$ cat src/rtl/fpdram_pkg.sv
package fpdram_pkg;
  // smallest row shift; code n selects BASE_SHIFT + n
  localparam int unsigned BASE_SHIFT = 8;
  localparam int unsigned NUM_SHIFT  = 4;

  typedef enum logic [2:0] {
    ST_IDLE,
    ST_PRE,
    ST_ROW,
    ST_COL,
    ST_NACK
  } seq_state_e;
endpackage

$ cat src/rtl/fpdram_addr_map.sv
module fpdram_addr_map
  import fpdram_pkg::*;
#(
  parameter int unsigned AW  = 20,
  parameter int unsigned MAW = 12
) (
  input  logic           clk,
  input  logic           rst_n,
  input  logic [AW-1:0]  addr_i,
  input  logic [1:0]     shift_i,
  input  logic           load_i,
  output logic [MAW-1:0] row_ma_o,
  output logic [MAW-1:0] col_ma_o,
  output logic           hit_o
);
  // only bits at or above the smallest shift ever take part in a compare
  logic [AW-1:BASE_SHIFT] open_q, open_d;

  logic [MAW-1:0]       row_c [NUM_SHIFT];
  logic [MAW-1:0]       col_c [NUM_SHIFT];
  logic [NUM_SHIFT-1:0] hit_c;

  for (genvar g = 0; g < NUM_SHIFT; g++) begin : g_shift
    localparam int unsigned SH = BASE_SHIFT + g;
    assign row_c[g] = MAW'(addr_i >> SH);
    assign col_c[g] = MAW'(addr_i[SH-1:0]);
    assign hit_c[g] = (addr_i[AW-1:SH] == open_q[AW-1:SH]);
  end

  assign row_ma_o = row_c[shift_i];
  assign col_ma_o = col_c[shift_i];
  assign hit_o    = hit_c[shift_i];

  always_comb begin
    open_d = open_q;
    if (load_i) open_d = addr_i[AW-1:BASE_SHIFT];
  end

  always_ff @(posedge clk or negedge rst_n) begin
    if (!rst_n) open_q <= '0;
    else        open_q <= open_d;
  end
endmodule

$ cat src/rtl/fpdram_seq.sv
module fpdram_seq
  import fpdram_pkg::*;
(
  input  logic clk,
  input  logic rst_n,
  input  logic req_i,
  input  logic dram_i,
  input  logic we_i,
  input  logic cfg_pre2_i,
  input  logic cfg_burst_i,
  input  logic cfg_rasdown_i,
  input  logic hit_i,
  output logic ras_n_o,
  output logic cas_n_o,
  output logic we_n_o,
  output logic ack_o,
  output logic load_o,
  output logic sel_row_o
);
  localparam int unsigned PCW = 1;  // precharge extra-state counter width

  seq_state_e     state_q, state_d;
  logic           open_q, open_d;
  logic [PCW-1:0] pre_q, pre_d;

  always_comb begin
    state_d = state_q;
    open_d  = open_q;
    pre_d   = pre_q;
    load_o  = 1'b0;
    unique case (state_q)
      ST_IDLE: begin
        if (req_i) begin
          if (!dram_i) begin
            state_d = ST_NACK;
            open_d  = 1'b0;
          end else if (open_q && cfg_burst_i && hit_i) begin
            state_d = ST_COL;
          end else begin
            state_d = ST_PRE;
            open_d  = 1'b0;
            pre_d   = PCW'(cfg_pre2_i);
          end
        end else if (!cfg_rasdown_i) begin
          open_d = 1'b0;
        end
      end
      ST_PRE: begin
        if (pre_q != '0) begin
          pre_d = pre_q - 1'b1;
        end else begin
          state_d = ST_ROW;
          open_d  = 1'b1;
          load_o  = 1'b1;
        end
      end
      ST_ROW:  state_d = ST_COL;
      ST_COL:  state_d = ST_IDLE;
      ST_NACK: state_d = ST_IDLE;
      default: state_d = ST_IDLE;
    endcase
  end

  always_ff @(posedge clk or negedge rst_n) begin
    if (!rst_n) begin
      state_q <= ST_IDLE;
      open_q  <= 1'b0;
      pre_q   <= '0;
    end else begin
      state_q <= state_d;
      open_q  <= open_d;
      pre_q   <= pre_d;
    end
  end

  assign ras_n_o   = !open_q;
  assign cas_n_o   = (state_q != ST_COL);
  assign we_n_o    = !((state_q == ST_COL) && we_i);
  assign ack_o     = (state_q == ST_COL) || (state_q == ST_NACK);
  assign sel_row_o = (state_q == ST_PRE) || (state_q == ST_ROW);

  // column strobe only inside an open row
  p_cas_in_row_r2: assert property (@(posedge clk) disable iff (!rst_n)
    !cas_n_o |-> !ras_n_o);
  // acknowledge is a single-cycle pulse
  p_ack_pulse_r2: assert property (@(posedge clk) disable iff (!rst_n)
    ack_o |=> !ack_o);
  // a row state follows at least one RAS-high state
  p_pre_one_r3: assert property (@(posedge clk) disable iff (!rst_n)
    (state_q == ST_ROW) |-> $past(ras_n_o));
  // two RAS-high states when configured
  p_pre_two_r3: assert property (@(posedge clk) disable iff (!rst_n)
    (state_q == ST_ROW && cfg_pre2_i) |-> ($past(ras_n_o) && $past(ras_n_o, 2)));
  // a direct page cycle never starts from a closed row
  p_hit_open_r6: assert property (@(posedge clk) disable iff (!rst_n)
    (state_q == ST_COL && $past(state_q) == ST_IDLE) |-> !$past(ras_n_o));
  // idle without request in RAS-up mode closes the row
  p_idle_up_r8: assert property (@(posedge clk) disable iff (!rst_n)
    (state_q == ST_IDLE && !req_i && !cfg_rasdown_i) |=> ras_n_o);
  // idle without request in RAS-down mode keeps an open row
  p_idle_down_r9: assert property (@(posedge clk) disable iff (!rst_n)
    (state_q == ST_IDLE && !req_i && cfg_rasdown_i && !ras_n_o) |=> !ras_n_o);
  // non-DRAM completion without strobes
  p_nack_quiet_r11: assert property (@(posedge clk) disable iff (!rst_n)
    (state_q == ST_NACK) |-> (ras_n_o && cas_n_o));
  // write strobe only with column strobe
  p_we_in_col_r12: assert property (@(posedge clk) disable iff (!rst_n)
    !we_n_o |-> !cas_n_o);
endmodule

$ cat src/rtl/fpdram_ctrl.sv
module fpdram_ctrl
  import fpdram_pkg::*;
#(
  parameter int unsigned AW  = 20,
  parameter int unsigned MAW = 12,
  parameter int unsigned DW  = 16
) (
  input  logic           clk,
  input  logic           rst_n,
  input  logic           req_i,
  input  logic           we_i,
  input  logic [AW-1:0]  addr_i,
  input  logic           dram_space_i,
  input  logic [DW-1:0]  wdata_i,
  output logic [DW-1:0]  rdata_o,
  output logic           ack_o,
  input  logic           cfg_pre2_i,
  input  logic           cfg_burst_i,
  input  logic           cfg_rasdown_i,
  input  logic [1:0]     cfg_shift_i,
  output logic           ras_n_o,
  output logic           cas_n_o,
  output logic           we_n_o,
  output logic [MAW-1:0] ma_o,
  output logic [DW-1:0]  mem_wdata_o,
  input  logic [DW-1:0]  mem_rdata_i
);
  localparam int unsigned RSYNC = 2;

  // asynchronous assert, synchronous release
  logic [RSYNC-1:0] rsync_q;
  logic             rst_n_s;

  always_ff @(posedge clk or negedge rst_n) begin
    if (!rst_n) rsync_q <= '0;
    else        rsync_q <= {rsync_q[RSYNC-2:0], 1'b1};
  end
  assign rst_n_s = rsync_q[RSYNC-1];

  logic           load, hit, sel_row;
  logic [MAW-1:0] row_ma, col_ma;

  fpdram_addr_map #(.AW(AW), .MAW(MAW)) u_map (
    .clk      (clk),
    .rst_n    (rst_n_s),
    .addr_i   (addr_i),
    .shift_i  (cfg_shift_i),
    .load_i   (load),
    .row_ma_o (row_ma),
    .col_ma_o (col_ma),
    .hit_o    (hit)
  );

  fpdram_seq u_seq (
    .clk           (clk),
    .rst_n         (rst_n_s),
    .req_i         (req_i),
    .dram_i        (dram_space_i),
    .we_i          (we_i),
    .cfg_pre2_i    (cfg_pre2_i),
    .cfg_burst_i   (cfg_burst_i),
    .cfg_rasdown_i (cfg_rasdown_i),
    .hit_i         (hit),
    .ras_n_o       (ras_n_o),
    .cas_n_o       (cas_n_o),
    .we_n_o        (we_n_o),
    .ack_o         (ack_o),
    .load_o        (load),
    .sel_row_o     (sel_row)
  );

  assign ma_o        = sel_row ? row_ma : col_ma;
  assign mem_wdata_o = wdata_i;
  assign rdata_o     = mem_rdata_i;
endmodule

$ cat config.mk
export PLATFORM = sky130hd
export DESIGN_NAME = fpdram_ctrl
export DESIGN_NICKNAME = d
export VERILOG_FILES = /design/src/rtl/fpdram_pkg.sv /design/src/rtl/fpdram_addr_map.sv /design/src/rtl/fpdram_seq.sv /design/src/rtl/fpdram_ctrl.sv
export SDC_FILE = /design/constraint.sdc
export NUM_CORES = 1
export LEC_CHECK = 0
export BUFFER_PORTS_ARGS = -buffer_cell sky130_fd_sc_hd__clkbuf_2
export CAP_MARGIN = 15
export CORE_ASPECT_RATIO = 0.5
export CORE_UTILIZATION = 30
export DETAILED_ROUTE_END_ITERATION = 16
export PLACE_DENSITY_LB_ADDON = 0.25
export SLEW_MARGIN = 0
export SYNTH_ARGS = -nofsm -noshare
export SYNTH_HDL_FRONTEND = slang
export SYNTH_SLANG_ARGS = --single-unit
export TNS_END_PERCENT = 30
$ cat constraint.sdc
create_clock -name clk -period 4 [get_ports clk]
set_input_delay 0.4 -clock clk [delete_from_list [all_inputs] [get_ports clk]]
set_output_delay 0.4 -clock clk [all_outputs]
set_load 0.1 [all_outputs]
==> run summary, run 1 <==
EDFF count, synth = 0
WL final = 3.78 mm
maximum VDD drop = 0.000412 V
hold crit path type = reg2async
CP bufs+invs = 1
number of global-route vias before repair = 1135
post-route cell area = 1710 um2
Core Util, Final = 33.5%
period utilisation layout = 68.9%
CP Max Fanout = 15
FMAX = 363 MHz
share of cells above drive strength 1 = 33.3%
nets@finish = 252
Tmin final = 2750 ps
crit path kind = reg2out
clock sinks = 19
WL/cell = 14.6 um
root buf cell = clkbuf_8
setup_tns = 0 ps
residual DRC count = 0
Cell Chain, Critical Path = xnor2_2 -> or2_1 -> o21a_1 -> a311oi_1 -> a311oi_1 -> clkbuf_2
Worst path slowest cell = clkbuf_2
Async S/R FF share, synth = 100%
pwr dens = 947 nW/um2
first-pass GRT wire length = 5.84 mm
Initial DRC Count = 58
Main synth FF type = dfrtp_1
P_leak = 0.773 nW
die extent in y = 54.5 um
Cell Area, Placed = 1660 um2
Max-Cap Viols = 0
crit-path most repeated cell = a311oi_1
I/O Buffers = 45
CP max stage delay = 500 ps
CTS tree = yes
cell count after synthesis = 181
CP top delay family = buffers and inverters
Tot Pwr = 1.62 mW
Row Count = 18
Mean Syn Cell Area = 9.12 um2
RSZ-0062 raised after global routing = false
clk buf depth = 2
Die Area = 5820 um2
TritonCTS Buffers = 3
FF+latch count, synth = 19
DP HPWL = 3.12 mm
Mapped Area = 1650 um2
run status = finished, final reports clean
startpoint types = register
Worst Skew = 2.73 ps
Layout Cells excl Fill = 259
H-tree depth = 1
Vias/cell = 4.80
GP Congestion = 0.779
Synthesis Warnings = 0
# IOs = 110
critical path arrival = 2350 ps
Netlist cell types = 42
slew margin rel. = 53.3%
Routed Antenna Nets = 0
TritonRoute pass-1 iters = 4
Seq/Total Area, Yosys = 28.8%
final-report setup violation count = 0
Final Hold Fails = 0
initial antenna violation count = 0
largest net degree at the start of global routing = 19
register clock-pin slew on the reported worst setup and hold paths = 70 ps
worst-skew pair later-pin latency = 250 ps
Tightest Pin Transition = 701 ps
gr ovfl total = 0
vias = 1242
placed instance count = 254
n_diodes = 0
Critical Path RT = 3600 ps
synthesized net count = 243
area grow syn2layout = 3.71%
crit end category = primary output
die width = 107 um
Core Area = 5110 um2
initial core utilization = 32.3%
total track usage = 13.3%
Pins Over Slew Limit = 0
-- layout make-up --
class                   instances  area, um2
fillers                       517       3400
well taps                      70       87.6
clock inverters                 1       5.00
repair buffers                 46        235
flip-flops and latches         19        475
inverters                       5       18.8
clock buffers                   3       41.3
multi-input cells             115        850
-- kinds of logic (layout without fill, tap and decap cells) --
logic type,Yosys count,count (layout),share of synthesized area [%]
compound gates,24,24,9.17
xor+xnor,13,13,7.35
buf+inv,47,55,19.8
flops,19,19,28.8
mux,21,21,17.5
other cells,1,1,0.227
simple gates,56,56,17.2
-- timing repair --
item / in CTS / in global routing
hold endpoints to repair: 2 / 0
gates resized for setup: 0 / 0
buffers inserted: 0 / 0
hold buffers: 1 / 0
setup endpoints to repair: 0 / 0
-- Yosys cell counts, types with 2 or more instances --
| cell | instances | area share (%) |
|---|---|---|
| a21oi_1 | 6 | 1.8 |
| a311oi_1 | 2 | 1.1 |
| and3_1 | 3 | 1.1 |
| buf_2 | 3 | 0.91 |
| buf_4 | 33 | 15 |
| buf_6 | 3 | 2.0 |
| clkbuf_1 | 3 | 0.68 |
| dfrtp_1 | 19 | 29 |
| inv_1 | 5 | 1.1 |
| mux2_1 | 9 | 6.1 |
| mux2_2 | 4 | 2.7 |
| mux2i_1 | 3 | 1.8 |
| mux4_2 | 5 | 6.8 |
| nand2_1 | 29 | 6.6 |
| nand3_1 | 3 | 0.91 |
| nand4_1 | 3 | 1.1 |
| nor2_1 | 4 | 0.91 |
| nor3_1 | 2 | 0.61 |
| o21ai_0 | 7 | 2.1 |
| o31ai_1 | 2 | 0.91 |
| xnor2_1 | 12 | 6.4 |
-- cell usage in the layout (no fill, tap or decap), types with 2 or more instances in the layout --
master / instances
clkbuf_2: 45
nand2_1: 29
dfrtp_1: 19
xnor2_1: 12
mux2_1: 9
o21ai_0: 7
a21oi_1: 6
inv_1: 5
mux4_2: 5
nor2_1: 4
mux2_2: 4
mux2i_1: 3
and3_1: 3
nand3_1: 3
nand4_1: 3
clkbuf_8: 3
o31ai_1: 2
a311oi_1: 2
nor3_1: 2
-- flip-flops by register name, summed over array words and instances, names as in the netlist --
name           count
u_map.open_q      12
u_seq.open_q       1
u_seq.state_q      3
u_seq.pre_q        1
rsync_q            2
-- per-stage QoR --
step,hold WS [ps],setup slack (ps)
floorplan,104,189
global placement,186,1570
detailed placement,187,1530
CTS,325,1230
global route,373,1100
finish,293,1250
-- worst paths after layout --
path                            slack [ps]               end  cells after the start             start
worst max register to register        2230   u_map.open_q[9]                      3  u_seq.state_q[1]
worst min-delay path                   290  u_map.open_q[19]                      0        rsync_q[1]
worst max-delay path                  1250           ma_o[8]                      6  u_seq.state_q[1]
worst min register to register         290  u_map.open_q[19]                      0        rsync_q[1]
max in group asynchronous             3270  u_map.open_q[18]                      0        rsync_q[1]
min in group clk                       360        rsync_q[1]                      0        rsync_q[0]
-- report_power, final --
part	switching (mW)	internal, mW
combinational	0.861	0.271
clock	0.0647	0.0692
sequential	0.0791	0.277
-- routing by layer --
metal	part of all wire, %	track usage [%]
met1	41	15.7
met2	52	24.8
met3	6.8	3.69
met4	0.34	3.42
met5	0	0
Power figures use the tool's default switching activity.
==> run 2, diff against run 1 <==
Clock period 4 ns to 2.5 ns, I/O delays scaled along.
==> run 2 against run 1 <==
Effect of this change: clock power rose by 66%; combinational power rose by 71%; critical path depth did not move; sequential share of layout area fell by 0.90 points.
==> run summary, run 2 (same netlist as run 1, synthesis figures left out) <==
Core Util, Final = 34.6%
maximum VDD drop = 0.000622 V
Top reg by flops = u_map.open_q
Vias/cell = 4.91
commonest non-fill, non-tap cell in the layout = clkbuf_2
total track usage = 13.5%
period utilisation layout = 91.5%
# IOs = 110
GP Congestion = 0.737
final critical-path setup slack = 213 ps
R2R cell count = 3
FMAX = 437 MHz
sequential power share = 21.0%
Worst Hold Path Cells = 3
critical path arrival = 2040 ps
CP Max Fanout = 15
Critical Path RT = 2250 ps
P_int = 1.07 mW
Place WS = 340 ps
Worst path slowest cell = dfrtp_1
area of the multi-input gates = 872 um2
H-tree depth = 1
WL final = 4.06 mm
Post-CTS Setup Inserts = 0
die width = 107 um
R2R Path Start = u_seq.state_q[0]
initial antenna violation count = 0
Reg-to-Reg End = u_map.open_q[10]
TritonCTS Buffers = 3
clk buf depth = 2
nets@finish = 252
slew margin rel. = 52.4%
Cell Area, Placed = 1710 um2
hold crit path type = in2reg
largest net degree at the start of global routing = 19
initial core utilization = 32.3%
switching pwr = 1.66 mW
R2R Setup Slk = 670 ps
FF+latch area = 475 um2
Row Count = 18
number of global-route vias before repair = 1187
startpoint types = register
crit end category = primary output
Largest regs = u_map.open_q: 12 flops, u_seq.state_q: 3 flops, rsync_q: 2 flops
vias = 1272
CP endpoint = ma_o[8]
DP HPWL = 3.32 mm
Worst Skew = 1.82 ps
root buf cell = clkbuf_8
clock sinks = 19
I/O Buffers = 45
pwr dens = 1540 nW/um2
Crit. Startpoint = u_seq.state_q[1]
Tightest Pin Transition = 714 ps
gr ovfl total = 0
area grow syn2layout = 7.20%
Initial DRC Count = 79
Hold Slack = 275 ps
Cell Chain, Critical Path = xnor2_2 -> or2_4 -> o21a_1 -> a311oi_1 -> a311oi_2 -> buf_12
Die Area = 5820 um2
Max-Cap Viols = 0
CP top delay family = compound AO/OA/AOI/OAI gates
Sw Share = 60.9%
first-pass GRT wire length = 6.02 mm
CP max stage delay = 480 ps
CTS tree = yes
max FFs per register = 12
Core Area = 5110 um2
RSZ-0062 raised after global routing = false
CP Depth = 6
TritonRoute pass-1 iters = 4
commonest non-fill, non-tap cells in the layout = clkbuf_2 (42), nand2_1 (29), dfrtp_1 (19)
Pins Over Slew Limit = 0
crit path kind = reg2out
die extent in y = 54.5 um
Routed Antenna Nets = 0
share of cells above drive strength 1 = 36.0%
WL/cell = 15.7 um
Final Hold Fails = 0
residual DRC count = 0
CP bufs+invs = 1
post-route cell area = 1770 um2
register clock-pin slew on the reported worst setup and hold paths = 80 ps
P_leak = 0.785 nW
fillers = 534
Tmin final = 2290 ps
worst-skew pair later-pin latency = 260 ps
Clock Power Share = 8.2%
final-report setup violation count = 0
run status = finished, final reports clean
n_diodes = 0
Comb pwr share = 70.8%
run 2: power groups by stage:
| stage | clock network (mW) | registers [mW] | logic, mW |
|---|---|---|---|
| 2_1_floorplan | 0 | 0.522 | 1.94 |
| 3_3_place_gp | 0 | 0.569 | 1.91 |
| 3_5_place_dp | 0 | 0.580 | 1.93 |
| 4_1_cts | 0.230 | 0.573 | 1.93 |
| 5_1_grt | 0.246 | 0.593 | 2.03 |
| 6_report | 0.223 | 0.574 | 1.93 |
run 2: worst min-delay path: stages:
cell	delay, ps
clkbuf_2	110
nand4_1	70
a21oi_1	60
run 2: area by class of cell:
class | instances | share of cell area [%]
well taps | 70 | 4.95
repair buffers | 46 | 15.1
inverters | 5 | 1.06
multi-input cells | 115 | 49.3
clock buffers | 3 | 2.33
clock inverters | 1 | 0.424
flip-flops and latches | 19 | 26.9
run 2: worst min-delay path by stage:
stage	startpoint	to
after floorplan	rst_n	rsync_q[0]
after global routing	dram_space_i	u_seq.state_q[1]
final	dram_space_i	u_seq.state_q[1]
after CTS	dram_space_i	u_seq.state_q[1]
after global placement	rst_n	rsync_q[1]
after detailed placement	rst_n	rsync_q[1]
run 2: repair_timing:
action,in CTS,in global routing
hold buffers,1,0
hold endpoints to repair,2,0
setup endpoints to repair,0,1
gates resized for setup,0,2
run 2: routing by layer:
metal	track usage (%)	vias to the layer above	part of all wire, %
met2	26.0	54	51
li1	-	603	-
met1	15.2	609	40
met4	2.74	0	0.71
met3	4.40	6	8.5
met5	0	-	0
run 2: metrics by stage:
stage	instances	total power, mW	setup TNS [ps]
global route	259	2.87	0
global placement	254	2.48	0
finish	259	2.73	0
detailed placement	254	2.51	0
floorplan	181	2.46	-830
CTS	259	2.74	0
==> run 3, diff against run 2 <==
Settings changed: ABC_AREA set to 1.
==> run 3 against run 2 <==
Effect of this change: routed wire length grew 9.0%; non-clock buffer count is the same; total power shrank 0.96%; worst setup slack gained 55 ps; clock power grew 48%; synthesized cell count grew 51%; critical path type unchanged; combinational power shrank 5%; first-iteration DRC count shrank 3.8%; sequential power shrank 5.2%; maximum frequency grew 2.5%.
==> run summary, run 3 <==
Netlist cell types = 27
Core Area = 5540 um2
Vias/cell = 4.66
Main synth FF type = dfrtp_1
DP HPWL = 3.70 mm
Largest regs = u_map.open_q: 12 flops, u_seq.state_q: 3 flops, rsync_q: 2 flops
Clock Power Share = 12.2%
largest net degree at the start of global routing = 24
Cell Area, Placed = 1790 um2
pwr dens = 1440 nW/um2
R2R cell count = 6
cell count after synthesis = 274
residual DRC count = 0
final critical-path setup slack = 268 ps
Worst Skew = 0.876 ps
I/O Buffers = 45
nets@finish = 349
crit path kind = reg2out
P_leak = 1.00 nW
die width = 110 um
Die Area = 6110 um2
root buf cell = clkbuf_16
TritonRoute pass-1 iters = 4
clk buf depth = 2
Max-Cap Viols = 0
post-route cell area = 1880 um2
Worst Hold Path Cells = 2
top-count cell post-synth = nand2_1
sequential power share = 20.1%
GP Congestion = 0.900
EDFF count, synth = 0
CP Max Fanout = 14
max FFs per register = 12
M1 WL = 2.04 mm
met3 routed WL = 290 um
clock sinks = 19
WL final = 4.42 mm
setup_tns = 0 ps
startpoint types = register
metal2 WL = 2.02 mm
Layout Cells excl Fill = 359
Routed Antenna Nets = 0
critical path arrival = 1980 ps
Mapped Area = 1740 um2
first-pass GRT wire length = 7.12 mm
synthesized net count = 336
switching pwr = 1.67 mW
Final Hold Fails = 0
Tot Pwr = 2.70 mW
Async S/R FF share, synth = 100%
# IOs = 110
Top reg by flops = u_map.open_q
CTS tree = yes
total track usage = 15.1%
post-cts sizing count = 0
top cell type's share of synthesized area = 27.4%
final-report setup violation count = 0
Initial DRC Count = 76
area grow syn2layout = 8.15%
maximum VDD drop = 0.000778 V
die extent in y = 55.8 um
P_int = 1.03 mW
crit end category = primary output
Comb pwr share = 67.7%
initial core utilization = 31.3%
initial antenna violation count = 0
area leader, netlist = dfrtp_1
placed instance count = 354
Place WS = 530 ps
Core Util, Final = 33.9%
vias = 1674
RSZ-0062 raised after global routing = false
WL/cell = 12.3 um
Mean Syn Cell Area = 6.33 um2
H-tree depth = 1
FF+latch count, synth = 19
n_diodes = 0
FMAX = 448 MHz
Row Count = 19
TritonCTS Buffers = 3
Pins Over Slew Limit = 0
Post-synth top cells = nand2_1 (88), buf_4 (33), o21ai_0 (31)
Tmin final = 2230 ps
top sig layer = met4
Post-CTS Setup Inserts = 0
Seq/Total Area, Yosys = 27.4%
number of global-route vias before repair = 1480
fillers = 632
commonest non-fill, non-tap cells in the layout = nand2_1 (88), clkbuf_2 (45), o21ai_0 (31)
Tightest Pin Transition = 743 ps
commonest non-fill, non-tap cell in the layout = nand2_1
share of cells above drive strength 1 = 25.9%
Synthesis Warnings = 0
gr ovfl total = 0
slew margin rel. = 50.5%
hold crit path type = in2reg
worst-skew pair later-pin latency = 250 ps
Area contributors post-synth = dfrtp_1 (27%), nand2_1 (19%), buf_4 (14%), o21ai_0 (8.9%), nor2_1 (4.3%)
Hold Slack = 235 ps
Sw Share = 61.9%
period utilisation layout = 89.3%
Critical Path RT = 2250 ps
run status = finished, final reports clean
register clock-pin slew on the reported worst setup and hold paths = 50 ps
==> run 3: metal layers <==
layer  GRT usage (%)  vias up
met5               0        -
li1                -      855
met4            4.19        0
met3            2.93       16
met2            24.3       43
met1            20.7      760
==> run 3: path summary, 6_finish.rpt <==
check | start | endpoint | slack, ps
max in group asynchronous | rsync_q[1] | u_map.open_q[18] | 1720
min in group asynchronous | rsync_q[1] | u_map.open_q[15] | 310
setup reg to reg | u_seq.state_q[2] | u_map.open_q[8] | 1000
hold / removal | dram_space_i | u_seq.state_q[2] | 240
setup / recovery | u_seq.state_q[2] | ma_o[10] | 270
hold reg to reg | rsync_q[1] | u_map.open_q[15] | 310
==> run 3: final cells by class <==
cell class,instances,area (um2),area share [%]
clock buffer,3,75.1,4.00
clock inverter,1,5.00,0.267
inverter,33,124,6.60
multi-input combinational,184,871,46.4
sequential,19,475,25.3
tap,73,91.3,4.87
timing repair buffer,46,235,12.5
==> run 3: worst max-delay path, cell delays in order, from the launching register on <==
cell and delay, ps:
dfrtp_1 420, nor2_4 150, nand2_2 110, nand2_2 230, nand2_1 140, o22ai_1 190
clkbuf_2 490
==> run 3: logic make-up after synthesis <==
family          after synthesis  synth area share [%]
xor+xnor                      1                 0.505
other cells                   1                 0.216
buf+inv                      71                  22.7
flops                        19                  27.4
simple gates                135                  34.0
compound gates               47                  15.2
==> run 3: power by group through the flow <==
stage,sequential (mW),combinational [mW],clock (mW)
2_1_floorplan,0.523,1.82,0
3_5_place_dp,0.545,1.84,0
5_1_grt,0.566,1.99,0.349
3_3_place_gp,0.543,1.82,0
6_report,0.544,1.83,0.329
4_1_cts,0.544,1.84,0.335
==> run 3: timing repair <==
action | CTS | global route
hold buffers | 1 | 0
endpoints found under the setup margin | 0 | 0
hold endpoints to repair | 2 | 0
